--- config.mk ---
export PLATFORM = sky130hd
export DESIGN_NAME = mcs_config_slave
export DESIGN_NICKNAME = d
export VERILOG_FILES = /design/src/rtl/mcs_pkg.sv /design/src/rtl/mcs_rx_decoder.sv /design/src/rtl/mcs_frame_parser.sv /design/src/rtl/mcs_bus_engine.sv /design/src/rtl/mcs_tx_encoder.sv /design/src/rtl/mcs_config_slave.sv
export SDC_FILE = /design/constraint.sdc
export NUM_CORES = 1
export LEC_CHECK = 0
export BUFFER_PORTS_ARGS = -buffer_cell sky130_fd_sc_hd__buf_2
export CAP_MARGIN = 20
export CORE_MARGIN = 1
export CORE_UTILIZATION = 25
export DETAILED_ROUTE_END_ITERATION = 16
export GPL_ROUTABILITY_DRIVEN = 1
export MAX_ROUTING_LAYER = met4
export PLACE_DENSITY = 0.39
export SLEW_MARGIN = 10
export SYNTH_ARGS = -nofsm -noshare
export SYNTH_HDL_FRONTEND = slang
export SYNTH_HIERARCHICAL = 1
export SYNTH_SLANG_ARGS = --single-unit
export TNS_END_PERCENT = 5
--- constraint.sdc ---
create_clock -name clk -period 5 [get_ports clk]
set_clock_uncertainty 0.05 [all_clocks]
set_input_delay 1 -clock clk [delete_from_list [all_inputs] [get_ports clk]]
set_output_delay 1 -clock clk [all_outputs]
set_load 0.1 [all_outputs]
--- src/rtl/mcs_pkg.sv ---
package mcs_pkg;
  localparam int BRD_W = 7;
  localparam int SUB_W = 7;
  localparam int DAT_W = 8;
  localparam int CS_W  = 4;
  localparam logic [3:0] SYNC_PAT = 4'b1010;
  localparam int FRM_BITS = 4 + BRD_W + 1 + SUB_W + CS_W + DAT_W + CS_W;
  localparam int REP_BITS = 4 + DAT_W + CS_W;

  typedef enum logic [1:0] {BS_IDLE, BS_SETUP, BS_STRB, BS_HOLD} bus_st_t;

  function automatic logic [3:0] nib_sum16(input logic [15:0] w);
    return w[15:12] + w[11:8] + w[7:4] + w[3:0];
  endfunction

  function automatic logic [3:0] nib_sum8(input logic [7:0] w);
    return w[7:4] + w[3:0];
  endfunction
endpackage

--- src/rtl/mcs_rx_decoder.sv ---
module mcs_rx_decoder #(
  parameter int OVS = 8
) (
  input  logic clk,
  input  logic rst_n,
  input  logic line_i,
  output logic sof_o,
  output logic bit_vld_o,
  output logic bit_val_o,
  output logic viol_o
);
  localparam int CW  = $clog2(2 * OVS);
  localparam int H1  = (OVS * 3) / 4;
  localparam int TMO = OVS + OVS / 4;

  logic [1:0]    sync_q;
  logic          s_d_q, run_q, run_n, h1_q, h1_n;
  logic [CW-1:0] cnt_q, cnt_n;
  logic          sof_n, bv_n, bval_n, viol_n;
  logic          s;

  assign s = sync_q[1];

  always_comb begin
    run_n  = run_q;
    cnt_n  = cnt_q;
    h1_n   = h1_q;
    sof_n  = 1'b0;
    bv_n   = 1'b0;
    bval_n = s;
    viol_n = 1'b0;
    if (!run_q) begin
      if (s && !s_d_q) begin
        sof_n = 1'b1;
        run_n = 1'b1;
        cnt_n = CW'(1);
      end
    end else begin
      cnt_n = cnt_q + CW'(1);
      if (cnt_q == CW'(H1)) h1_n = s;
      if ((cnt_q > CW'(H1)) && (s != h1_q)) begin
        bv_n  = 1'b1;
        cnt_n = CW'(1);
      end else if (cnt_q >= CW'(TMO)) begin
        viol_n = 1'b1;
        run_n  = 1'b0;
      end
    end
  end

  always_ff @(posedge clk or negedge rst_n) begin
    if (!rst_n) begin
      sync_q    <= '0;
      s_d_q     <= 1'b0;
      run_q     <= 1'b0;
      cnt_q     <= '0;
      h1_q      <= 1'b0;
      sof_o     <= 1'b0;
      bit_vld_o <= 1'b0;
      bit_val_o <= 1'b0;
      viol_o    <= 1'b0;
    end else begin
      sync_q    <= {sync_q[0], line_i};
      s_d_q     <= s;
      run_q     <= run_n;
      cnt_q     <= cnt_n;
      h1_q      <= h1_n;
      sof_o     <= sof_n;
      bit_vld_o <= bv_n;
      bit_val_o <= bval_n;
      viol_o    <= viol_n;
    end
  end

  assert_viol_excl_R6: assert property (@(posedge clk) disable iff (!rst_n)
    !(bit_vld_o && viol_o));
  assert_sof_idle_R1: assert property (@(posedge clk) disable iff (!rst_n)
    sof_o |-> !viol_o && !bit_vld_o);
endmodule

--- src/rtl/mcs_frame_parser.sv ---
module mcs_frame_parser
  import mcs_pkg::*;
#(
  parameter logic [BRD_W-1:0] BOARD_ADDR = 7'h15,
  parameter int ERR_W = 8
) (
  input  logic             clk,
  input  logic             rst_n,
  input  logic             sof_i,
  input  logic             bit_vld_i,
  input  logic             bit_val_i,
  input  logic             viol_i,
  input  logic             ready_i,
  output logic             cmd_vld_o,
  output logic             cmd_rw_o,
  output logic [SUB_W-1:0] cmd_sub_o,
  output logic [DAT_W-1:0] cmd_data_o,
  output logic [ERR_W-1:0] err_cnt_o
);
  localparam int NW = $clog2(FRM_BITS + 1);

  logic [FRM_BITS-1:0] sh_q, sh_n;
  logic [NW-1:0]       n_q, n_n;
  logic                act_q, act_n, done_q, done_n;
  logic                sync_ok, brd_ok, acs_ok, dcs_ok, accept, err_inc;
  logic [ERR_W-1:0]    err_n;

  always_comb begin
    act_n  = act_q;
    sh_n   = sh_q;
    n_n    = n_q;
    done_n = 1'b0;
    if (sof_i) begin
      act_n = 1'b1;
      sh_n  = {sh_q[FRM_BITS-2:0], 1'b1};
      n_n   = NW'(1);
    end else if (act_q && viol_i) begin
      act_n = 1'b0;
    end else if (act_q && bit_vld_i) begin
      sh_n = {sh_q[FRM_BITS-2:0], bit_val_i};
      n_n  = n_q + NW'(1);
      if (n_q == NW'(FRM_BITS - 1)) begin
        act_n  = 1'b0;
        done_n = 1'b1;
      end
    end
  end

  assign sync_ok = (sh_q[34:31] == SYNC_PAT);
  assign brd_ok  = (sh_q[30:24] == BOARD_ADDR);
  assign acs_ok  = (nib_sum16({1'b0, sh_q[30:16]}) == sh_q[15:12]);
  assign dcs_ok  = (nib_sum8(sh_q[11:4]) == sh_q[3:0]);
  assign accept  = done_q && sync_ok && brd_ok && acs_ok && dcs_ok && ready_i;
  assign err_inc = done_q && sync_ok && brd_ok && !(acs_ok && dcs_ok);

  always_comb begin
    err_n = err_cnt_o;
    if (err_inc && (err_cnt_o != {ERR_W{1'b1}})) err_n = err_cnt_o + ERR_W'(1);
  end

  always_ff @(posedge clk or negedge rst_n) begin
    if (!rst_n) begin
      sh_q       <= '0;
      n_q        <= '0;
      act_q      <= 1'b0;
      done_q     <= 1'b0;
      cmd_vld_o  <= 1'b0;
      cmd_rw_o   <= 1'b0;
      cmd_sub_o  <= '0;
      cmd_data_o <= '0;
      err_cnt_o  <= '0;
    end else begin
      sh_q      <= sh_n;
      n_q       <= n_n;
      act_q     <= act_n;
      done_q    <= done_n;
      cmd_vld_o <= accept;
      err_cnt_o <= err_n;
      if (accept) begin
        cmd_rw_o   <= sh_q[23];
        cmd_sub_o  <= sh_q[22:16];
        cmd_data_o <= sh_q[11:4];
      end
    end
  end

  assert_err_no_decrease_R10: assert property (@(posedge clk) disable iff (!rst_n)
    err_cnt_o >= $past(err_cnt_o));
  assert_err_step_R4: assert property (@(posedge clk) disable iff (!rst_n)
    (err_cnt_o != $past(err_cnt_o)) |-> (err_cnt_o == $past(err_cnt_o) + ERR_W'(1)));
endmodule

--- src/rtl/mcs_bus_engine.sv ---
module mcs_bus_engine
  import mcs_pkg::*;
#(
  parameter int STRB_CYC = 2
) (
  input  logic             clk,
  input  logic             rst_n,
  input  logic             cmd_vld_i,
  input  logic             cmd_rw_i,
  input  logic [SUB_W-1:0] cmd_sub_i,
  input  logic [DAT_W-1:0] cmd_data_i,
  input  logic [DAT_W-1:0] bus_rdata_i,
  input  logic             tx_busy_i,
  output logic             ready_o,
  output logic [SUB_W-1:0] bus_addr_o,
  output logic [DAT_W-1:0] bus_wdata_o,
  output logic             bus_rd_n_o,
  output logic             bus_wr_n_o,
  output logic             tx_go_o,
  output logic [DAT_W-1:0] tx_byte_o
);
  localparam int SCW = $clog2(STRB_CYC + 1);

  bus_st_t          st_q, st_n;
  logic [SCW-1:0]   sc_q, sc_n;
  logic             rw_q, rw_n, rd_n_n, wr_n_n, go_n;
  logic [SUB_W-1:0] addr_n;
  logic [DAT_W-1:0] wd_n, cap_n;

  assign ready_o = (st_q == BS_IDLE) && !tx_busy_i && !tx_go_o;

  always_comb begin
    st_n   = st_q;
    sc_n   = sc_q;
    rw_n   = rw_q;
    addr_n = bus_addr_o;
    wd_n   = bus_wdata_o;
    rd_n_n = bus_rd_n_o;
    wr_n_n = bus_wr_n_o;
    cap_n  = tx_byte_o;
    go_n   = 1'b0;
    case (st_q)
      BS_IDLE: if (cmd_vld_i) begin
        addr_n = cmd_sub_i;
        rw_n   = cmd_rw_i;
        if (!cmd_rw_i) wd_n = cmd_data_i;
        st_n   = BS_SETUP;
      end
      BS_SETUP: begin
        if (rw_q) rd_n_n = 1'b0;
        else      wr_n_n = 1'b0;
        sc_n = SCW'(1);
        st_n = BS_STRB;
      end
      BS_STRB: begin
        if (sc_q == SCW'(STRB_CYC)) begin
          rd_n_n = 1'b1;
          wr_n_n = 1'b1;
          if (rw_q) cap_n = bus_rdata_i;
          st_n = BS_HOLD;
        end else begin
          sc_n = sc_q + SCW'(1);
        end
      end
      BS_HOLD: begin
        go_n = rw_q;
        st_n = BS_IDLE;
      end
      default: st_n = BS_IDLE;
    endcase
  end

  always_ff @(posedge clk or negedge rst_n) begin
    if (!rst_n) begin
      st_q        <= BS_IDLE;
      sc_q        <= '0;
      rw_q        <= 1'b0;
      bus_addr_o  <= '0;
      bus_wdata_o <= '0;
      bus_rd_n_o  <= 1'b1;
      bus_wr_n_o  <= 1'b1;
      tx_go_o     <= 1'b0;
      tx_byte_o   <= '0;
    end else begin
      st_q        <= st_n;
      sc_q        <= sc_n;
      rw_q        <= rw_n;
      bus_addr_o  <= addr_n;
      bus_wdata_o <= wd_n;
      bus_rd_n_o  <= rd_n_n;
      bus_wr_n_o  <= wr_n_n;
      tx_go_o     <= go_n;
      tx_byte_o   <= cap_n;
    end
  end

  assert_strobe_excl_R7: assert property (@(posedge clk) disable iff (!rst_n)
    !(!bus_rd_n_o && !bus_wr_n_o));
  assert_addr_stable_R7: assert property (@(posedge clk) disable iff (!rst_n)
    (!bus_wr_n_o || !bus_rd_n_o) |-> ($stable(bus_addr_o) && $stable(bus_wdata_o)));
  assert_wr_hold_R7: assert property (@(posedge clk) disable iff (!rst_n)
    $rose(bus_wr_n_o) |=> ($stable(bus_addr_o) && $stable(bus_wdata_o)));
  assert_go_after_read_R8: assert property (@(posedge clk) disable iff (!rst_n)
    tx_go_o |-> $past(bus_rd_n_o, 2) == 1'b0);
endmodule

--- src/rtl/mcs_tx_encoder.sv ---
module mcs_tx_encoder
  import mcs_pkg::*;
#(
  parameter int OVS     = 8,
  parameter int N_LINES = 2
) (
  input  logic               clk,
  input  logic               rst_n,
  input  logic               go_i,
  input  logic [DAT_W-1:0]   byte_i,
  output logic               busy_o,
  output logic [N_LINES-1:0] line_o
);
  localparam int HW = $clog2(OVS);
  localparam int BW = $clog2(REP_BITS);

  logic [REP_BITS-1:0] sh_q, sh_n;
  logic [BW-1:0]       bit_q, bit_n;
  logic [HW-1:0]       hc_q, hc_n;
  logic                half_q, half_n, busy_n, line_n;

  always_comb begin
    sh_n   = sh_q;
    bit_n  = bit_q;
    hc_n   = hc_q;
    half_n = half_q;
    busy_n = busy_o;
    if (!busy_o) begin
      if (go_i) begin
        sh_n   = {SYNC_PAT, byte_i, nib_sum8(byte_i)};
        busy_n = 1'b1;
        bit_n  = '0;
        hc_n   = '0;
        half_n = 1'b0;
      end
    end else if (hc_q == HW'(OVS / 2 - 1)) begin
      hc_n = '0;
      if (!half_q) begin
        half_n = 1'b1;
      end else begin
        half_n = 1'b0;
        sh_n   = {sh_q[REP_BITS-2:0], 1'b0};
        if (bit_q == BW'(REP_BITS - 1)) busy_n = 1'b0;
        else                            bit_n  = bit_q + BW'(1);
      end
    end else begin
      hc_n = hc_q + HW'(1);
    end
    line_n = busy_n && (half_n ? sh_n[REP_BITS-1] : !sh_n[REP_BITS-1]);
  end

  always_ff @(posedge clk or negedge rst_n) begin
    if (!rst_n) begin
      sh_q   <= '0;
      bit_q  <= '0;
      hc_q   <= '0;
      half_q <= 1'b0;
      busy_o <= 1'b0;
    end else begin
      sh_q   <= sh_n;
      bit_q  <= bit_n;
      hc_q   <= hc_n;
      half_q <= half_n;
      busy_o <= busy_n;
    end
  end

  for (genvar g = 0; g < N_LINES; g++) begin : g_line
    always_ff @(posedge clk or negedge rst_n) begin
      if (!rst_n) line_o[g] <= 1'b0;
      else        line_o[g] <= line_n;
    end
  end

  assert_lines_match_R9: assert property (@(posedge clk) disable iff (!rst_n)
    line_o == {N_LINES{line_o[0]}});
  assert_idle_low_R8: assert property (@(posedge clk) disable iff (!rst_n)
    !busy_o |-> !line_o[0]);
endmodule

--- src/rtl/mcs_config_slave.sv ---
module mcs_config_slave
  import mcs_pkg::*;
#(
  parameter int OVS = 8,
  parameter logic [6:0] BOARD_ADDR = 7'h15,
  parameter int STRB_CYC = 2,
  parameter int ERR_W = 8
) (
  input  logic             clk,
  input  logic             rst_n,
  input  logic             cfg_rx_i,
  output logic             cfg_tx_a_o,
  output logic             cfg_tx_b_o,
  output logic [6:0]       lbus_addr_o,
  output logic [7:0]       lbus_wdata_o,
  input  logic [7:0]       lbus_rdata_i,
  output logic             lbus_rd_n_o,
  output logic             lbus_wr_n_o,
  output logic [ERR_W-1:0] err_count_o
);
  logic             sof, bv, bval, viol, ready;
  logic             cmd_vld, cmd_rw, tx_go, tx_busy;
  logic [SUB_W-1:0] cmd_sub;
  logic [DAT_W-1:0] cmd_data, tx_byte;
  logic [1:0]       tx_lines;

  mcs_rx_decoder #(.OVS(OVS)) u_dec (
    .clk(clk), .rst_n(rst_n), .line_i(cfg_rx_i),
    .sof_o(sof), .bit_vld_o(bv), .bit_val_o(bval), .viol_o(viol));

  mcs_frame_parser #(.BOARD_ADDR(BOARD_ADDR), .ERR_W(ERR_W)) u_prs (
    .clk(clk), .rst_n(rst_n), .sof_i(sof), .bit_vld_i(bv), .bit_val_i(bval),
    .viol_i(viol), .ready_i(ready), .cmd_vld_o(cmd_vld), .cmd_rw_o(cmd_rw),
    .cmd_sub_o(cmd_sub), .cmd_data_o(cmd_data), .err_cnt_o(err_count_o));

  mcs_bus_engine #(.STRB_CYC(STRB_CYC)) u_bus (
    .clk(clk), .rst_n(rst_n), .cmd_vld_i(cmd_vld), .cmd_rw_i(cmd_rw),
    .cmd_sub_i(cmd_sub), .cmd_data_i(cmd_data), .bus_rdata_i(lbus_rdata_i),
    .tx_busy_i(tx_busy), .ready_o(ready), .bus_addr_o(lbus_addr_o),
    .bus_wdata_o(lbus_wdata_o), .bus_rd_n_o(lbus_rd_n_o),
    .bus_wr_n_o(lbus_wr_n_o), .tx_go_o(tx_go), .tx_byte_o(tx_byte));

  mcs_tx_encoder #(.OVS(OVS), .N_LINES(2)) u_tx (
    .clk(clk), .rst_n(rst_n), .go_i(tx_go), .byte_i(tx_byte),
    .busy_o(tx_busy), .line_o(tx_lines));

  assign cfg_tx_a_o = tx_lines[0];
  assign cfg_tx_b_o = tx_lines[1];
endmodule

=== After elaboration in Yosys (flattened, before gate mapping) ===
Cells that the tools add are included.
Widths: inputs -> output; s select.

* Memory bits (writable): 0
* Memory bits (read-only): 0
* Output and inout bits: 27
* Word-level logic and storage cells: 169
* Memories: 0
* Input bits: 11
* Bits in registers: 137
* Latch bits: 0

* $mul: 0
* Add/subtract/negate cells: 11
* Equal/unequal tests: 23
* Order comparisons: 2
* Bitwise gates (word level): 1
* Shifts and indexed selects: 0
* Mux-type cells: 60
* Reductions and logical operators: 39
* Divide/modulo/power cells: 0

{| class="wikitable"
|+ Operators with widths
! kind !! count
|-
| $mux 35 || 3
|-
| $mux 16 || 4
|-
| $mux 1 || 32
|-
| $mux 4 || 8
|-
| $mux 6 || 3
|-
| $add 4x4->4 || 4
|-
| $logic_and 1x1->1 || 15
|-
| $reduce_and 3->1 || 5
|-
| $ne 2x2->1 const B || 7
|-
| $reduce_and 2->1 || 6
|-
| $mux 3 || 3
|-
| $add 4x1->4 const B || 2
|-
| $add 8x1->8 const B || 1
|-
| $eq 4x4->1 || 2
|-
| $eq 4x4->1 const B || 2
|-
| $ne 8x8->1 const B || 1
|-
| $pmux 2 s4 || 1
|-
| $reduce_bool 2->1 || 4
|-
| $eq 7x5->1 const B || 1
|-
| $add 6x1->6 const B || 1
|-
| $eq 2x2->1 const B || 3
|-
| $eq 6x6->1 const B || 1
|-
| $mux 2 || 3
|-
| $reduce_bool 3->1 || 2
|-
| other kinds (16) || 22
|}

=== Logic depth before layout (Yosys ltp) ===
* Word-level depth: 8
* Gate-level depth with buffers: 15

=== By module ===
The synthesis kept the hierarchy.

{| class="wikitable"
|+ Modules (own cells, without submodules)
! module !! sequential area each (sq um) !! area each (sq um) !! instances !! cells an instance
|-
| mcs_frame_parser || 1701.6 || 3254.4 || 1 || 233
|-
| mcs_bus_engine || 778.2 || 1427.6 || 1 || 100
|-
| mcs_tx_encoder || 650.6 || 1310.0 || 1 || 136
|-
| mcs_rx_decoder || 300.3 || 521.8 || 1 || 44
|}

=== Worst setup path before layout ===
OpenSTA, ideal clock, no wires.

* Kind: flip-flop to flip-flop
* Start point: reg u_prs.sh_q[17]
* End point: reg u_prs.cmd_data_o[3]
* Setup time: 125 ps
* Data required time: 4825 ps
* Path slack: 1238 ps
* Period minus slack after synthesis: 3762 ps
* Cell stages (with the launch flop): 16
* Arrival time: 3586 ps
* Cells stage by stage: dfrtp_1 fa_1 inv_1 fa_1 inv_1 ha_1 inv_1 fa_1 xnor2_1 xnor3_1 and4_1 buf_6 and4_4 buf_6 buf_12 mux2_4

* Cells in the longest elaborated chain, start to end: 5

{| class="wikitable"
|+ Ends and longest elaborated chain
! what !! line !! text
|-
| from (decl) || mcs_frame_parser.sv:22 || <nowiki>logic [FRM_BITS-1:0] sh_q, sh_n;</nowiki>
|-
| from (signal assigned) || mcs_frame_parser.sv:73 || <nowiki>sh_q <= sh_n;</nowiki>
|-
| $add 4x4->4 || mcs_pkg.sv:13 || <nowiki>return w[15:12] + w[11:8] + w[7:4] + w[3:0];</nowiki>
|-
| $eq 4x4->1 || mcs_frame_parser.sv:51 || <nowiki>assign acs_ok = (nib_sum16({1'b0, sh_q[30:16]}) == sh_q[15:12]);</nowiki>
|-
| $logic_and 1x1->1 (3 in series) || mcs_frame_parser.sv:53 || <nowiki>assign accept = done_q && sync_ok && brd_ok && acs_ok && dcs_ok && ready_i;</nowiki>
|-
| to (signal assigned) || mcs_frame_parser.sv:82 || <nowiki>cmd_data_o <= sh_q[11:4];</nowiki>
|-
| to (decl) || mcs_frame_parser.sv:17 || <nowiki>output logic [DAT_W-1:0] cmd_data_o,</nowiki>
|}

Every way passes these cells.
A chain may end at the register's enable or synchronous reset.

=== Worst setup path in the final report ===
* Start point: reg u_prs.sh_q[17]
* End point: reg u_prs.cmd_rw_o

* Cells in the longest elaborated chain, start to end: 5

{| class="wikitable"
|+ Ends and longest elaborated chain
! what !! line !! text
|-
| $add 4x4->4 || mcs_pkg.sv:13 ||
|-
| $eq 4x4->1 || mcs_frame_parser.sv:51 ||
|-
| $logic_and 1x1->1 (3 in series) || mcs_frame_parser.sv:53 ||
|-
| to (signal assigned) || mcs_frame_parser.sv:80 || <nowiki>cmd_rw_o <= sh_q[23];</nowiki>
|-
| to (decl) || mcs_frame_parser.sv:15 || <nowiki>output logic cmd_rw_o,</nowiki>
|}

Every way passes these cells.

==> out/qor.yml <==
core_region_area_sq_um: 25400
rrSetupSlack_ns: 0.96
r2r_cells: 12
cts_sinks: 137
setup.worst_path.class: "reg2reg"
multi_input_area_sq_um: 2870
worst_setup_path_start_kind: "flip-flop"
worstMarginPinSlew_ns: 0.734
vias: 3904
fmax_mhz: 247
hold_class: "reg2reg"
htreeDepth: 4
grt_use_total: 0.107
io_buffer_count: 37
grt.busiest_layer: "met2"
fin_crit_sh: 0.809
grt_pass1_vias: 4212
r2r-end: "u_prs/cmd_rw_o"
cts-root-buf: "clkbuf_16"
gp_congestion: 0.778
overflow: 0
tns_ns: 0
die_h_microns: 163
cts_made_buffers: 17
dp_hpwl_mm: 8.71
synth_edf_count: 0
cts_setup_buffers: 0
crit_fanout: 16
grt_pass1_wl_mm: 21.5
dp_cells: 866
insertion_delay_ns: 0.41
hold_viol_final: 0
relSlewSlack: 0.510
cts_tree: "built"
whs_path_depth: 0
clk_path_buf_depth: 2
crit_start: "u_prs/sh_q[17]"
rows: 58
dr.pass1.iters: 4
vias_per_cell: 4.34
drt-initial-drc-count: 184
critical_path.cell_chain: "fa_1, inv_1, fa_1, inv_1, ha_1, inv_1, fa_1, xnor2_1, xnor3_1, and4_1, and4_4, mux2_2"
min_period_ns: 4.04
antenna_found_initial: 0
synth_warnings: 6
drc: 0
ctsResizeCount: 0
grt_use_met2: 0.168
initial_utilization: 0.256
leakagePower_uw: 0.00368
area_delta_synth_final_pct: 17.3
antennaDiodeCount: 0
pin_count: 38
seq_area_sq_um: 3430
grt_max_degree: 108
power_density_nw_per_um2: 381
post_synth.cell_area_avg_sq_um: 12.7
drive_gt1_frac: 0.297
ys_ff_latch: 137
clk_pin_slew_worst_paths_ns: 0.06
hold_end: "u_dec/sync_q[1]"
worstPathArrival_ns: 4.28
async_reset_ff_frac: 1.00
routedWlPerCell_microns: 14.0
crit_family: "adder cells"
synthCells: 513
yosysSeqAreaShare: 0.527
drt-total-wl_mm: 12.6
rsz0062_at_grt: "false"
grtUsageMet3: 0.0295
worstPathBufferInverterCount: 3
outcome: "completed"
cp-end-kind: "flip-flop"
syn-num-nets: 555
synth_flop_cell: "dfrtp_1"
place_ws_ns: 0.952
netlist_area_sq_um: 6510
stdcell_count: 899
timing.rr.start: "u_prs/sh_q[17]"
die_width_microns: 163
cp_data_required_time_ns: 5.24
min_from: "u_dec/sync_q[0]"
synth.distinct_cells: 69
critPathSlowestCell: "fa_1"
max_stage_delay_ns: 0.54
met1_usage: 0.130
nNetsFinal: 598
worst_slack_ns: 0.956
slew_viol_final: 0
ant_nets: 0
ctsHoldBuffers: 0
drv_cap: 0
setup-violations-final: 0
ir_drop_mv: 0.195
die_area_sq_um: 26700
nFillCells: 2576
## metal layers
layer,vias up,part of all wire,wire length (microns)
li1,1882,-,-
met1,1963,0.47,5880
met2,46,0.49,6150
met3,13,0.031,386
met4,0,0.011,144
met5,-,0,0
## where the power goes
group,switching (uW),leakage (uW),internal (uW)
clock,469,0.000284,777
combinational,209,0.00155,178
sequential,87.1,0.00185,1190
## synth_stat cells (3+ instances only)
library cell  count  share of area
a211oi_1          6         0.0069
clkbuf_1          6         0.0035
xor2_1           14          0.019
dfrtp_1         135           0.52
and3_1            5         0.0048
mux2_4           18          0.041
buf_2             3         0.0023
buf_6             4         0.0069
o21bai_1          3         0.0035
fa_1              8          0.025
a21oi_1          14          0.011
nor2_1           17         0.0098
o21ai_0           8         0.0061
ha_1             23          0.044
xnor2_1          12          0.016
nand2_1          47          0.027
a21o_1            3         0.0035
mux2i_1           3         0.0046
nand4_1           9         0.0086
nor2b_1           4         0.0038
nand2b_1          6         0.0058
a22oi_1           9          0.010
mux2_2           60           0.10
inv_1            26          0.015
nor3_1            5         0.0038
nand3_1          10         0.0077
## placed cells by master (no fill, tap or decap), types with 14 or more instances in the layout
cell type and instances:
dfrtp_1 135, mux2_2 60, nand2_1 47, buf_2 36
inv_1 26, ha_1 23, mux2_4 18, clkbuf_16 17
nor2_1 16, a21oi_1 14, xor2_1 14
## registers in the layout, summed over array words and instances, names as in the netlist, 2 cells and up
signal             cells
u_tx/hc_q              3
u_prs/sh_q            35
u_tx/sh_q             16
u_bus/tx_byte_o        8
u_prs/err_cnt_o        8
u_prs/n_q              6
u_bus/bus_wdata_o      8
u_bus/bus_addr_o       7
u_prs/cmd_sub_o        7
u_tx/bit_q             4
u_bus/sc_q             2
u_dec/sync_q           2
u_dec/cnt_q            4
u_bus/st_q             2
u_prs/cmd_data_o       8
## cell families after synthesis
group | share of synthesized area
mux | 0.150
simple gates | 0.108
compound gates | 0.0693
xor+xnor | 0.0444
fa+ha+maj | 0.0688
flops | 0.527
buf+inv | 0.0327
## worst reg2reg max path, cell delays in order (launching register included)
cell and delay (ns):
dfrtp_1 0.43, fa_1 0.54, inv_1 0.05, fa_1 0.44, inv_1 0.06, ha_1 0.14
inv_1 0.05, fa_1 0.38, xnor2_1 0.14, xnor3_1 0.35, and4_1 0.42, and4_4 0.50
mux2_2 0.38
## cell type report
class                   count  share of cell area
repair buffers             40              0.0306
inverters                  26              0.0128
clock inverters             9              0.0151
multi-input cells         334               0.376
well taps                 330              0.0540
flip-flops and latches    137               0.449
clock buffers              23              0.0626
## how the worst max path moves through the flow
stage                          end  slack (ns)  depth (start not counted)
2_1_floorplan  u_prs/cmd_data_o[3]        1.24                         15
3_3_place_gp    u_prs/cmd_sub_o[6]        0.98                         12
3_5_place_dp   u_prs/cmd_data_o[1]        0.95                         12
4_1_cts             u_prs/cmd_rw_o        0.94                         12
5_1_grt             u_prs/cmd_rw_o        0.73                         12
6_report            u_prs/cmd_rw_o        0.96                         12
## metrics by stage
| step | power [uW] | hold slack (ns) | util | instance area [sq um] |
|---|---|---|---|---|
| after floorplan | 1590 | 0.281 | - | 6510 |
| after global placement | 1680 | 0.284 | 0.276 | 7020 |
| after detailed placement | 1690 | 0.286 | 0.276 | 7020 |
| after CTS | 2970 | 0.300 | 0.300 | 7610 |
| after global routing | 3080 | 0.301 | 0.301 | 7640 |
| final | 2910 | 0.299 | 0.301 | 7640 |
Note: power is estimated with default switching activity, not from simulation.
